### src/rtl/dcc_pkg.sv
package dcc_pkg;
    localparam int unsigned OFF_CTRL   = 'h004;
    localparam int unsigned OFF_MODE   = 'h008;
    localparam int unsigned OFF_SHADOW = 'h040;
    localparam int unsigned OFF_ACTIVE = 'h044;
    localparam int unsigned OFF_IEN    = 'h1E0;
    localparam int unsigned OFF_ICLR   = 'h1E4;
    localparam int unsigned OFF_ISTS   = 'h1E8;
    localparam int unsigned OFF_TECTL  = 'h1F0;

    localparam int ST_W    = 6;
    localparam int ST_DONE = 0;
    localparam int ST_TE   = 1;
    localparam int ST_ERR  = 2;
    localparam int ST_UPD  = 4;
    localparam int ST_VS   = 5;

    localparam int CTL_RUN  = 0;
    localparam int CTL_STOP = 1;
    localparam int CTL_UPD  = 2;
    localparam int TE_EN_BIT  = 8;
    localparam int TE_PAD_BIT = 10;
endpackage

### src/rtl/dcc_commit.sv
module dcc_commit #(
    parameter int CFG_W = 32
) (
    input  logic             clk,
    input  logic             rst_n,
    input  logic             cmd_mode,
    input  logic             wr_shadow,
    input  logic [CFG_W-1:0] shadow_wdata,
    input  logic             wr_ctrl,
    input  logic [2:0]       ctrl_wdata,
    input  logic             frame_start,
    input  logic             frame_end,
    output logic             run_o,
    output logic             stop_pend_o,
    output logic             upd_pend_o,
    output logic [CFG_W-1:0] shadow_o,
    output logic [CFG_W-1:0] active_o,
    output logic             ev_done,
    output logic             ev_upd,
    output logic             ev_vsync
);
    import dcc_pkg::*;

    typedef struct packed {
        logic             run;
        logic             stop_pend;
        logic             upd_pend;
        logic [CFG_W-1:0] shadow;
        logic [CFG_W-1:0] active;
    } cst_t;

    cst_t st_d, st_q;
    logic start_d;
    logic swap_d;

    always_comb begin
        st_d     = st_q;
        ev_done  = 1'b0;
        ev_upd   = 1'b0;
        ev_vsync = 1'b0;
        start_d  = wr_ctrl && ctrl_wdata[CTL_RUN] && !st_q.run;
        swap_d   = 1'b0;
        if (wr_shadow) begin
            st_d.shadow = shadow_wdata;
        end
        if (start_d) begin
            st_d.run    = 1'b1;
            st_d.active = st_q.shadow;
        end else if (st_q.run) begin
            if (wr_ctrl && ctrl_wdata[CTL_STOP] && !cmd_mode) begin
                st_d.stop_pend = 1'b1;
            end
            if (wr_ctrl && ctrl_wdata[CTL_UPD] && !cmd_mode) begin
                st_d.upd_pend = 1'b1;
            end
            if (frame_start && !cmd_mode) begin
                ev_vsync = 1'b1;
                if (st_q.upd_pend) begin
                    swap_d        = 1'b1;
                    st_d.active   = st_q.shadow;
                    st_d.upd_pend = 1'b0;
                    ev_upd        = 1'b1;
                end
            end
            if (frame_end && (cmd_mode || st_q.stop_pend)) begin
                st_d.run       = 1'b0;
                st_d.stop_pend = 1'b0;
                st_d.upd_pend  = 1'b0;
                ev_done        = 1'b1;
            end
        end
    end

    always_ff @(posedge clk or negedge rst_n) begin
        if (!rst_n) begin
            st_q <= '0;
        end else begin
            st_q <= st_d;
        end
    end

    assign run_o       = st_q.run;
    assign stop_pend_o = st_q.stop_pend;
    assign upd_pend_o  = st_q.upd_pend;
    assign shadow_o    = st_q.shadow;
    assign active_o    = st_q.active;

    // the active word moves only on a run start or a video-mode swap
    assert_active_commit_only_R2: assert property (@(posedge clk) disable iff (!rst_n)
        (st_q.active != $past(st_q.active)) |-> $past(start_d || swap_d));

    // an update-done event needs a running video-mode engine
    assert_upd_in_video_R3: assert property (@(posedge clk) disable iff (!rst_n)
        ev_upd |-> (st_q.run && !cmd_mode && st_q.upd_pend));

    // run only ends on a frame end
    assert_run_ends_at_frame_end_R7: assert property (@(posedge clk) disable iff (!rst_n)
        $fell(st_q.run) |-> $past(frame_end));

    // a pending update only leaves at a frame boundary
    assert_upd_clears_at_frame_R3: assert property (@(posedge clk) disable iff (!rst_n)
        $fell(st_q.upd_pend) |-> $past(frame_start || frame_end));
endmodule

### src/rtl/dcc_irq.sv
module dcc_irq (
    input  logic                     clk,
    input  logic                     rst_n,
    input  logic                     cmd_mode,
    input  logic                     te_en,
    input  logic                     te_sel_pad,
    input  logic                     te_pad,
    input  logic                     te_int,
    input  logic                     ev_done,
    input  logic                     ev_upd,
    input  logic                     ev_vsync,
    input  logic                     ev_err,
    input  logic                     wr_en,
    input  logic                     wr_clr,
    input  logic [dcc_pkg::ST_W-1:0] wdata,
    output logic [dcc_pkg::ST_W-1:0] en_o,
    output logic [dcc_pkg::ST_W-1:0] sts_o,
    output logic                     irq_o
);
    import dcc_pkg::*;

    typedef struct packed {
        logic [ST_W-1:0] en;
        logic [ST_W-1:0] sts;
        logic            te_prev;
    } ist_t;

    ist_t ir_d, ir_q;
    logic            te_src;
    logic            te_rise;
    logic [ST_W-1:0] set_vec;
    logic [ST_W-1:0] clr_vec;

    always_comb begin
        ir_d       = ir_q;
        te_src     = te_sel_pad ? te_pad : te_int;
        te_rise    = te_src && !ir_q.te_prev && te_en && cmd_mode;
        ir_d.te_prev = te_src;
        set_vec          = '0;
        set_vec[ST_DONE] = ev_done;
        set_vec[ST_TE]   = te_rise;
        set_vec[ST_ERR]  = ev_err;
        set_vec[ST_UPD]  = ev_upd;
        set_vec[ST_VS]   = ev_vsync;
        clr_vec  = wr_clr ? wdata : '0;
        ir_d.sts = (ir_q.sts & ~clr_vec) | set_vec;
        if (wr_en) begin
            ir_d.en = wdata;
        end
    end

    always_ff @(posedge clk or negedge rst_n) begin
        if (!rst_n) begin
            ir_q <= '0;
        end else begin
            ir_q <= ir_d;
        end
    end

    assign en_o  = ir_q.en;
    assign sts_o = ir_q.sts;
    assign irq_o = |(ir_q.sts & ir_q.en);

    // a status bit only drops after a clear write naming it
    assert_sticky_status_R10: assert property (@(posedge clk) disable iff (!rst_n)
        (($past(ir_q.sts) & ~ir_q.sts & ~$past(clr_vec)) == '0));

    // tearing-effect status can only appear in enabled command mode
    assert_te_gated_R8: assert property (@(posedge clk) disable iff (!rst_n)
        (ir_q.sts[ST_TE] && !$past(ir_q.sts[ST_TE])) |-> $past(cmd_mode && te_en));

    // the line is low when nothing is enabled
    assert_irq_masked_R11: assert property (@(posedge clk) disable iff (!rst_n)
        (ir_q.en == '0) |-> !irq_o);
endmodule

### src/rtl/disp_commit_ctrl.sv
module disp_commit_ctrl #(
    parameter int ADDR_W = 12,
    parameter int DATA_W = 32,
    parameter int CFG_W  = 32
) (
    input  logic              clk,
    input  logic              rst_n,
    input  logic              bus_sel,
    input  logic              bus_we,
    input  logic [ADDR_W-1:0] bus_addr,
    input  logic [DATA_W-1:0] bus_wdata,
    output logic [DATA_W-1:0] bus_rdata,
    input  logic              frame_start,
    input  logic              frame_end,
    input  logic              underflow,
    input  logic              te_pad,
    input  logic              te_int,
    output logic              irq,
    output logic              engine_run,
    output logic              cmd_mode,
    output logic [CFG_W-1:0]  active_cfg
);
    import dcc_pkg::*;

    typedef struct packed {
        logic cmd;
        logic te_en;
        logic te_pad_sel;
    } mst_t;

    mst_t ms_d, ms_q;
    logic wr, hit_ctrl, hit_mode, hit_shadow, hit_ien, hit_iclr, hit_tectl;
    logic run, stop_pend, upd_pend, ev_done, ev_upd, ev_vsync;
    logic [CFG_W-1:0] shadow;
    logic [ST_W-1:0]  en_v, sts_v;

    assign wr         = bus_sel && bus_we;
    assign hit_ctrl   = wr && (bus_addr == ADDR_W'(OFF_CTRL));
    assign hit_mode   = wr && (bus_addr == ADDR_W'(OFF_MODE));
    assign hit_shadow = wr && (bus_addr == ADDR_W'(OFF_SHADOW));
    assign hit_ien    = wr && (bus_addr == ADDR_W'(OFF_IEN));
    assign hit_iclr   = wr && (bus_addr == ADDR_W'(OFF_ICLR));
    assign hit_tectl  = wr && (bus_addr == ADDR_W'(OFF_TECTL));

    always_comb begin
        ms_d = ms_q;
        if (hit_mode) begin
            ms_d.cmd = bus_wdata[0];
        end
        if (hit_tectl) begin
            ms_d.te_en      = bus_wdata[TE_EN_BIT];
            ms_d.te_pad_sel = bus_wdata[TE_PAD_BIT];
        end
    end

    always_ff @(posedge clk or negedge rst_n) begin
        if (!rst_n) begin
            ms_q <= '0;
        end else begin
            ms_q <= ms_d;
        end
    end

    dcc_commit #(.CFG_W(CFG_W)) commit_i (
        .clk          (clk),
        .rst_n        (rst_n),
        .cmd_mode     (ms_q.cmd),
        .wr_shadow    (hit_shadow),
        .shadow_wdata (bus_wdata[CFG_W-1:0]),
        .wr_ctrl      (hit_ctrl),
        .ctrl_wdata   (bus_wdata[2:0]),
        .frame_start  (frame_start),
        .frame_end    (frame_end),
        .run_o        (run),
        .stop_pend_o  (stop_pend),
        .upd_pend_o   (upd_pend),
        .shadow_o     (shadow),
        .active_o     (active_cfg),
        .ev_done      (ev_done),
        .ev_upd       (ev_upd),
        .ev_vsync     (ev_vsync)
    );

    dcc_irq irq_i (
        .clk        (clk),
        .rst_n      (rst_n),
        .cmd_mode   (ms_q.cmd),
        .te_en      (ms_q.te_en),
        .te_sel_pad (ms_q.te_pad_sel),
        .te_pad     (te_pad),
        .te_int     (te_int),
        .ev_done    (ev_done),
        .ev_upd     (ev_upd),
        .ev_vsync   (ev_vsync),
        .ev_err     (underflow && run),
        .wr_en      (hit_ien),
        .wr_clr     (hit_iclr),
        .wdata      (bus_wdata[ST_W-1:0]),
        .en_o       (en_v),
        .sts_o      (sts_v),
        .irq_o      (irq)
    );

    always_comb begin
        bus_rdata = '0;
        unique case (int'(bus_addr))
            OFF_CTRL: begin
                bus_rdata[CTL_RUN]  = run;
                bus_rdata[CTL_STOP] = stop_pend;
                bus_rdata[CTL_UPD]  = upd_pend;
            end
            OFF_MODE:   bus_rdata[0] = ms_q.cmd;
            OFF_SHADOW: bus_rdata[CFG_W-1:0] = shadow;
            OFF_ACTIVE: bus_rdata[CFG_W-1:0] = active_cfg;
            OFF_IEN:    bus_rdata[ST_W-1:0] = en_v;
            OFF_ISTS:   bus_rdata[ST_W-1:0] = sts_v;
            OFF_TECTL: begin
                bus_rdata[TE_EN_BIT]  = ms_q.te_en;
                bus_rdata[TE_PAD_BIT] = ms_q.te_pad_sel;
            end
            default: bus_rdata = '0;
        endcase
    end

    assign engine_run = run;
    assign cmd_mode   = ms_q.cmd;

    // the engine cannot be running straight out of reset without a write
    assert_run_needs_write_R1: assert property (@(posedge clk) disable iff (!rst_n)
        $rose(run) |-> $past(hit_ctrl && bus_wdata[CTL_RUN]));
endmodule

### config.mk
export PLATFORM = sky130hd
export DESIGN_NAME = disp_commit_ctrl
export DESIGN_NICKNAME = d
export VERILOG_FILES = /design/src/rtl/dcc_pkg.sv /design/src/rtl/dcc_commit.sv /design/src/rtl/dcc_irq.sv /design/src/rtl/disp_commit_ctrl.sv
export SDC_FILE = /design/constraint.sdc
export NUM_CORES = 1
export LEC_CHECK = 0
export ABC_AREA = 1
export ABC_CLOCK_PERIOD_IN_PS = 1600
export BUFFER_PORTS_ARGS = -buffer_cell sky130_fd_sc_hd__buf_2
export CAP_MARGIN = 25
export CELL_PAD_IN_SITES_DETAIL_PLACEMENT = 1
export CELL_PAD_IN_SITES_GLOBAL_PLACEMENT = 1
export CORE_UTILIZATION = 34
export CTS_CLUSTER_DIAMETER = 150
export DETAILED_ROUTE_END_ITERATION = 6
export HOLD_SLACK_MARGIN = 0.02
export PLACE_DENSITY = 0.82
export SYNTH_ARGS = -nofsm -noshare
export SYNTH_HDL_FRONTEND = slang
export SYNTH_SLANG_ARGS = --single-unit
### constraint.sdc
create_clock -name clk -period 1.6 [get_ports clk]
set_clock_uncertainty 0.15 [all_clocks]
set_input_delay 0.24 -clock clk [delete_from_list [all_inputs] [get_ports clk]]
set_output_delay 0.24 -clock clk [all_outputs]
set_load 0.05 [all_outputs]
**Word-level counts from Yosys, hierarchy flattened**

Index checks and enable logic that the tools add are counted.

- Bitwise operators: 5
- Reduce and logical (&&, ||, !) cells: 31
- Multiplexer cells: 31
- Equality and inequality tests: 8

Operator list:

| kind | number |
|---|---|
| 2-to-1 mux 32 bit | 4 |
| == test 12 x 9 -> 1 bit (second input constant) | 4 |
| case mux 21 bit (2 select lines) | 1 |
| == test 12 x 7 -> 1 bit (second input constant) | 2 |
| logical AND 1 bit | 19 |
| 2-to-1 mux 1 bit | 16 |
| bitwise AND 6 bit | 2 |
| == test 12 x 3 -> 1 bit (second input constant) | 1 |
| == test 12 x 4 -> 1 bit (second input constant) | 1 |
| case mux 3 bit (4 select lines) | 1 |
| case mux 2 bit (5 select lines) | 1 |
| nonzero test 2 bit | 4 |
| 2-to-1 mux 3 bit | 2 |
| 2-to-1 mux 6 bit | 1 |
| inverter 6 bit | 1 |
| OR 6 bit | 1 |
| case mux 1 bit (3 select lines) | 2 |
| case mux 1 bit (6 select lines) | 1 |
| AND reduction 3 bit | 2 |
| OR reduction 6 bit | 1 |
| case mux 2 bit (2 select lines) | 1 |
| zero test 1 bit | 3 |
| case mux 1 bit (2 select lines) | 1 |
| AND reduction 2 bit | 1 |
| other kinds (2) | 2 |

- Bits in registers: 83
- Output and inout port bits: 67

**Depth between registers and ports, before layout**

- Word-level depth: 10
- Gate-level depth with buffers: 11

**Cells and area by module**

Synthesis repeated with hierarchy kept, for this count alone.

- Cells, all modules: 547
- Area, all modules: 4599.4 um^2

By module, submodules not included:

| module | sequential area each (um^2) | cells each | area an instance (um^2) | instances |
|---|---|---|---|---|
| dcc_commit | 1676.6 | 262 | 2879.0 | 1 |
| disp_commit_ctrl | 75.1 | 208 | 1072.3 | 1 |
| dcc_irq | 325.3 | 77 | 648.1 | 1 |

**Worst setup path after synthesis**

Ideal clock, no wire load.

- Kind: input-to-output
- Start point: in bus_addr[1]
- End point: out bus_rdata[2]
- Cell stages on the path: 9
- Data arrival time: 1.791 ns
- Data required time: 1.210 ns
- Slack: -0.581 ns
- Buffers on the path: 2
- Cell sequence: nor2_2 > nand3_1 > nor2_1 > nand2_1 > inv_2 > buf_4 > buf_6 > nand2_1 > a21oi_1

- Longest elaborated chain between the ends: 2

RTL lines:

| item | line | RTL |
|---|---|---|
| start: declaration | disp_commit_ctrl.sv:10 | `input logic [ADDR_W-1:0] bus_addr,` |
| == test 12 x 9 -> 1 bit, or another cell as far along | disp_commit_ctrl.sv:106 | `unique case (int'(bus_addr))` |
| case mux 2 bit (5 select lines) (*) | disp_commit_ctrl.sv:106 |  |
| end: declaration | disp_commit_ctrl.sv:12 | `output logic [DATA_W-1:0] bus_rdata,` |

Mark *: on every way between the ends. The rest lies on a longest branch, timed or not.

**Final worst setup path**

- Start point: reg irq_i.ir_q, in the netlist irq_i.sts_o[0]
- End point: out bus_rdata[0]

- Longest elaborated chain between the ends: 1

RTL lines:

| item | line | RTL |
|---|---|---|
| start: declaration | dcc_irq.sv:28 | `ist_t ir_d, ir_q;` |
| start signal: assignment | dcc_irq.sv:56 | `ir_q <= ir_d;` |
| case mux 1 bit (6 select lines) | disp_commit_ctrl.sv:106 |  |

No other way between the ends.

==> results.txt <==
Comb power frac: 0.069
Fraction of the cycle the final worst path needs: 1.205
Xor and xnor area share after synthesis: 0
GR Overflow Total: 0
Drt wl/cell: 24.18 um
Die Width: 110.4 um
Vias: 4,697
PD cells: 637.3 mW/mm2
Hold path cells: 3
Critical hold path startpoint: bus_wdata[25]
Unrepaired setup endpoints after global routing: true
Synth Area in Adders: 0
Final setup violation count: 72
Mapped Cells: 492
Clk root buf: clkbuf_16
Slew Limit Fails: 0
NumNets Final: 738
Failing checks: negative setup slack
Max clock buf depth: 2
Synthesis-stage register bit count: 83
Largest area contributor in the netlist: dfrtp_1
Worst-Margin Slew: 476.7 ps
Worst-path fanout max: 2
Layout cell share with drive strength beyond 1: 0.5754
Largest family of logic cells by synthesized area: simple AND/OR/NAND/NOR gates
Synth area leaders: dfrtp_1 52%, nand2_1 18%, nand3_1 8.6%
Post-synth cell types: 23
DRC Markers: 0
DPL Wire Length: 9742 um
Clk Latency, worst-skew pair: 330 ps
Critical path class: reg -> out
Peak supply drop: 0.0006627 V
Initial core utilization: 0.3500
CTS sink count: 83
Sequential Power Share: 0.460
Relative slew slack: 0.6822
CTS buffer count: 9
H-tree depth: 3
Hold Path Class: in -> reg
Setup ws final: -327.3 ps
Ys flop type: dfrtp_1
Nature of the critical path endpoint: output port
Pre-CTS setup slack: -399.0 ps
RePlAce Congestion: 0.8417
Largest net degree at the start of global routing: 84
Part of the Yosys area used for sequential elements: 0.5197
Hold_ws: 14.88 ps
Mapped Nets: 545
IO Pins: 120
Drt via density: 5.639
Max Fclk: 0.5189 GHz
Die Y: 110.4 um
Post-synth EDFFs: 0
Gr usage total: 0.2578
Synth Area in Compound Gates: 0.09236
Setup total negative slack: -7939 ps
Switching share of power: 0.2368
Leakage: 3.979 nW
CP Launch Type: flop
Switch Pwr: 1.085 mW
Post-Route WL: 20,140 um
Placed Cells: 769
Synth warn: 0
Initial antenna violation count: 0
First-pass GRT wire length: 24,980 um
Share of Yosys cell area claimed by the top area cell type: 0.5197
Hold worst-path end: commit_i.shadow_o[25]$_DFFE_PN0P_
Status: complete, but fails checks
Power, Total: 4.581 mW
First drt pass iteration count: 5
Reg2reg setup slack: -50 ps
Area Growth Syn to Fin: 79.87%
Port bufs: 119
Mean post-synth cell area: 8.123 um2
1st-iter DRT viols: 304
Clock power share: 0.471
Row count: 39
CP arrival: 1540 ps
Non-filler cells, final: 833
Vias in the first global route: 4,717
Post-synth ARST share: 1.000
Simple-gate area share of the yosys netlist: 0.3219
Remaining antenna violation count: 0
Pint: 3.496 mW
Ant. Diodes: 0
Clock-pin slew on the worst setup and hold paths: 60 ps
Die ar.: 0.01219 mm2
Synth Cell Area: 0.003996 mm2
Core Footprint: 0.01142 mm2
Final min period: 1927 ps
WP data required: 1210 ps
Final hold viol count: 0
CTS tree: built
Worst reg2reg path startpoint: commit_i.run_o$_DFF_PN0_
Worst R2R End: commit_i.active_o[6]$_DFFE_PN0P_
R2r worst-path depth: 6
MaxCap Viol Count: 0
Fillers: 1,259
Mux contribution to synthesized area: 0.002818
-- registers in the layout (all words and copies together) (netlist names) --
name / cells
ms_q: 2
commit_i.active_o: 32
commit_i.stop_pend_o: 1
cmd_mode: 1
irq_i.en_o: 6
commit_i.run_o: 1
commit_i.shadow_o: 32
irq_i.sts_o: 6
irq_i.ir_q: 1
commit_i.upd_pend_o: 1
-- Yosys cell counts (5+ instances only) --
master,count
nand2_1,192
dfrtp_1,83
nand3_1,69
o21ai_0,28
a22o_1,24
inv_1,23
nor2_1,17
clkbuf_1,10
nand4_1,9
buf_2,7
inv_2,5
-- cell type report --
class / count / area, um2 / area share
clock buffer: 12 / 246.5 / 0.03429
clock inverter: 4 / 48.80 / 0.006789
inverter: 28 / 135.1 / 0.01880
multi-input combinational: 356 / 2500 / 0.3478
sequential: 83 / 2079 / 0.2893
tap: 143 / 178.9 / 0.02489
timing repair buffer: 207 / 1999 / 0.2782
-- through the flow --
stage            util  area, um2
6_report       0.6295       7188
5_1_grt        0.6295       7188
4_1_cts        0.5464       6238
3_5_place_dp   0.4495       5132
3_3_place_gp   0.4495       5132
2_1_floorplan       -       4109
-- cells by family after synthesis --
group,count (synthesis)
AND/OR/NAND/NOR,300
flip-flops,83
AO/OA/AOI/OAI,55
buffers and inverters,53
multiplexers,1
-- worst max-delay path: stages, from the launching register on --
cell	delay (ps)
dfrtp_1	430
buf_4	170
nand2_1	80
nand2_1	60
nor2_1	220
nand2_4	90
buf_8	160
-- metal layers --
metal / up-vias / global-route usage / share of wire
met5: - / 0 / 0
li1: 2013 / - / -
met4: 0 / 0.07733 / 0.041
met3: 62 / 0.03074 / 0.051
met1: 2394 / 0.3112 / 0.39
met2: 228 / 0.4766 / 0.52
-- what timing repair did --
action                                 in CTS  in global routing
endpoints found under the hold margin     105                  0
hold buffers                               23                  0
setup buffers                              10                  6
setup endpoints to repair                  56                 98
pin swaps                                  18                 43
cloned                                      3                 10
gates resized for setup                   119                209
-- cells in the final DEF, fill, tap and decap left out, types with 2 or more instances in the layout --
| master | n |
|---|---|
| clkinv_2 | 2 |
| buf_6 | 38 |
| nand2_1 | 79 |
| nand2_4 | 38 |
| buf_12 | 14 |
| inv_2 | 6 |
| clkinv_8 | 2 |
| nor2_4 | 11 |
| dfrtp_2 | 2 |
| nand4_1 | 9 |
| o21ai_1 | 2 |
| buf_2 | 79 |
| dfrtp_1 | 81 |
| buf_8 | 12 |
| nand3_1 | 53 |
| a22o_2 | 16 |
| nand2_2 | 76 |
| nor2_1 | 6 |
| clkbuf_1 | 2 |
| nand3_2 | 13 |
| nand3_4 | 3 |
| inv_6 | 2 |
| buf_4 | 31 |
| o21ai_2 | 8 |
| o21ai_0 | 18 |
| dlygate4sd3_1 | 23 |
| clkbuf_16 | 18 |
| a22o_4 | 8 |
| nor2_2 | 6 |
| inv_1 | 19 |
| nand2_8 | 3 |
-- power by group through the flow --
stage | Combinational (mW) | Clock [mW] | Sequential [mW]
after detailed placement | 0.217 | 0 | 2.14
after floorplan | 0.0528 | 0 | 2.14
final | 0.317 | 2.16 | 2.11
after CTS | 0.277 | 2.10 | 2.11
after global placement | 0.206 | 0 | 2.14
after global routing | 0.338 | 2.25 | 2.11
-- worst max path at each step --
stage	from	end	slack, ps	cells past startpoint
floorplan	bus_addr[1]	bus_rdata[1]	-150	10
global placement	bus_addr[1]	bus_rdata[17]	-300	9
detailed placement	bus_addr[1]	bus_rdata[15]	-400	9
CTS	bus_addr[0]	bus_rdata[15]	-220	9
global route	irq_i.sts_o[0]$_DFF_PN0_	bus_rdata[0]	-330	6
finish	irq_i.sts_o[0]$_DFF_PN0_	bus_rdata[0]	-330	6
No activity file was read; power rests on OpenSTA's default activity.
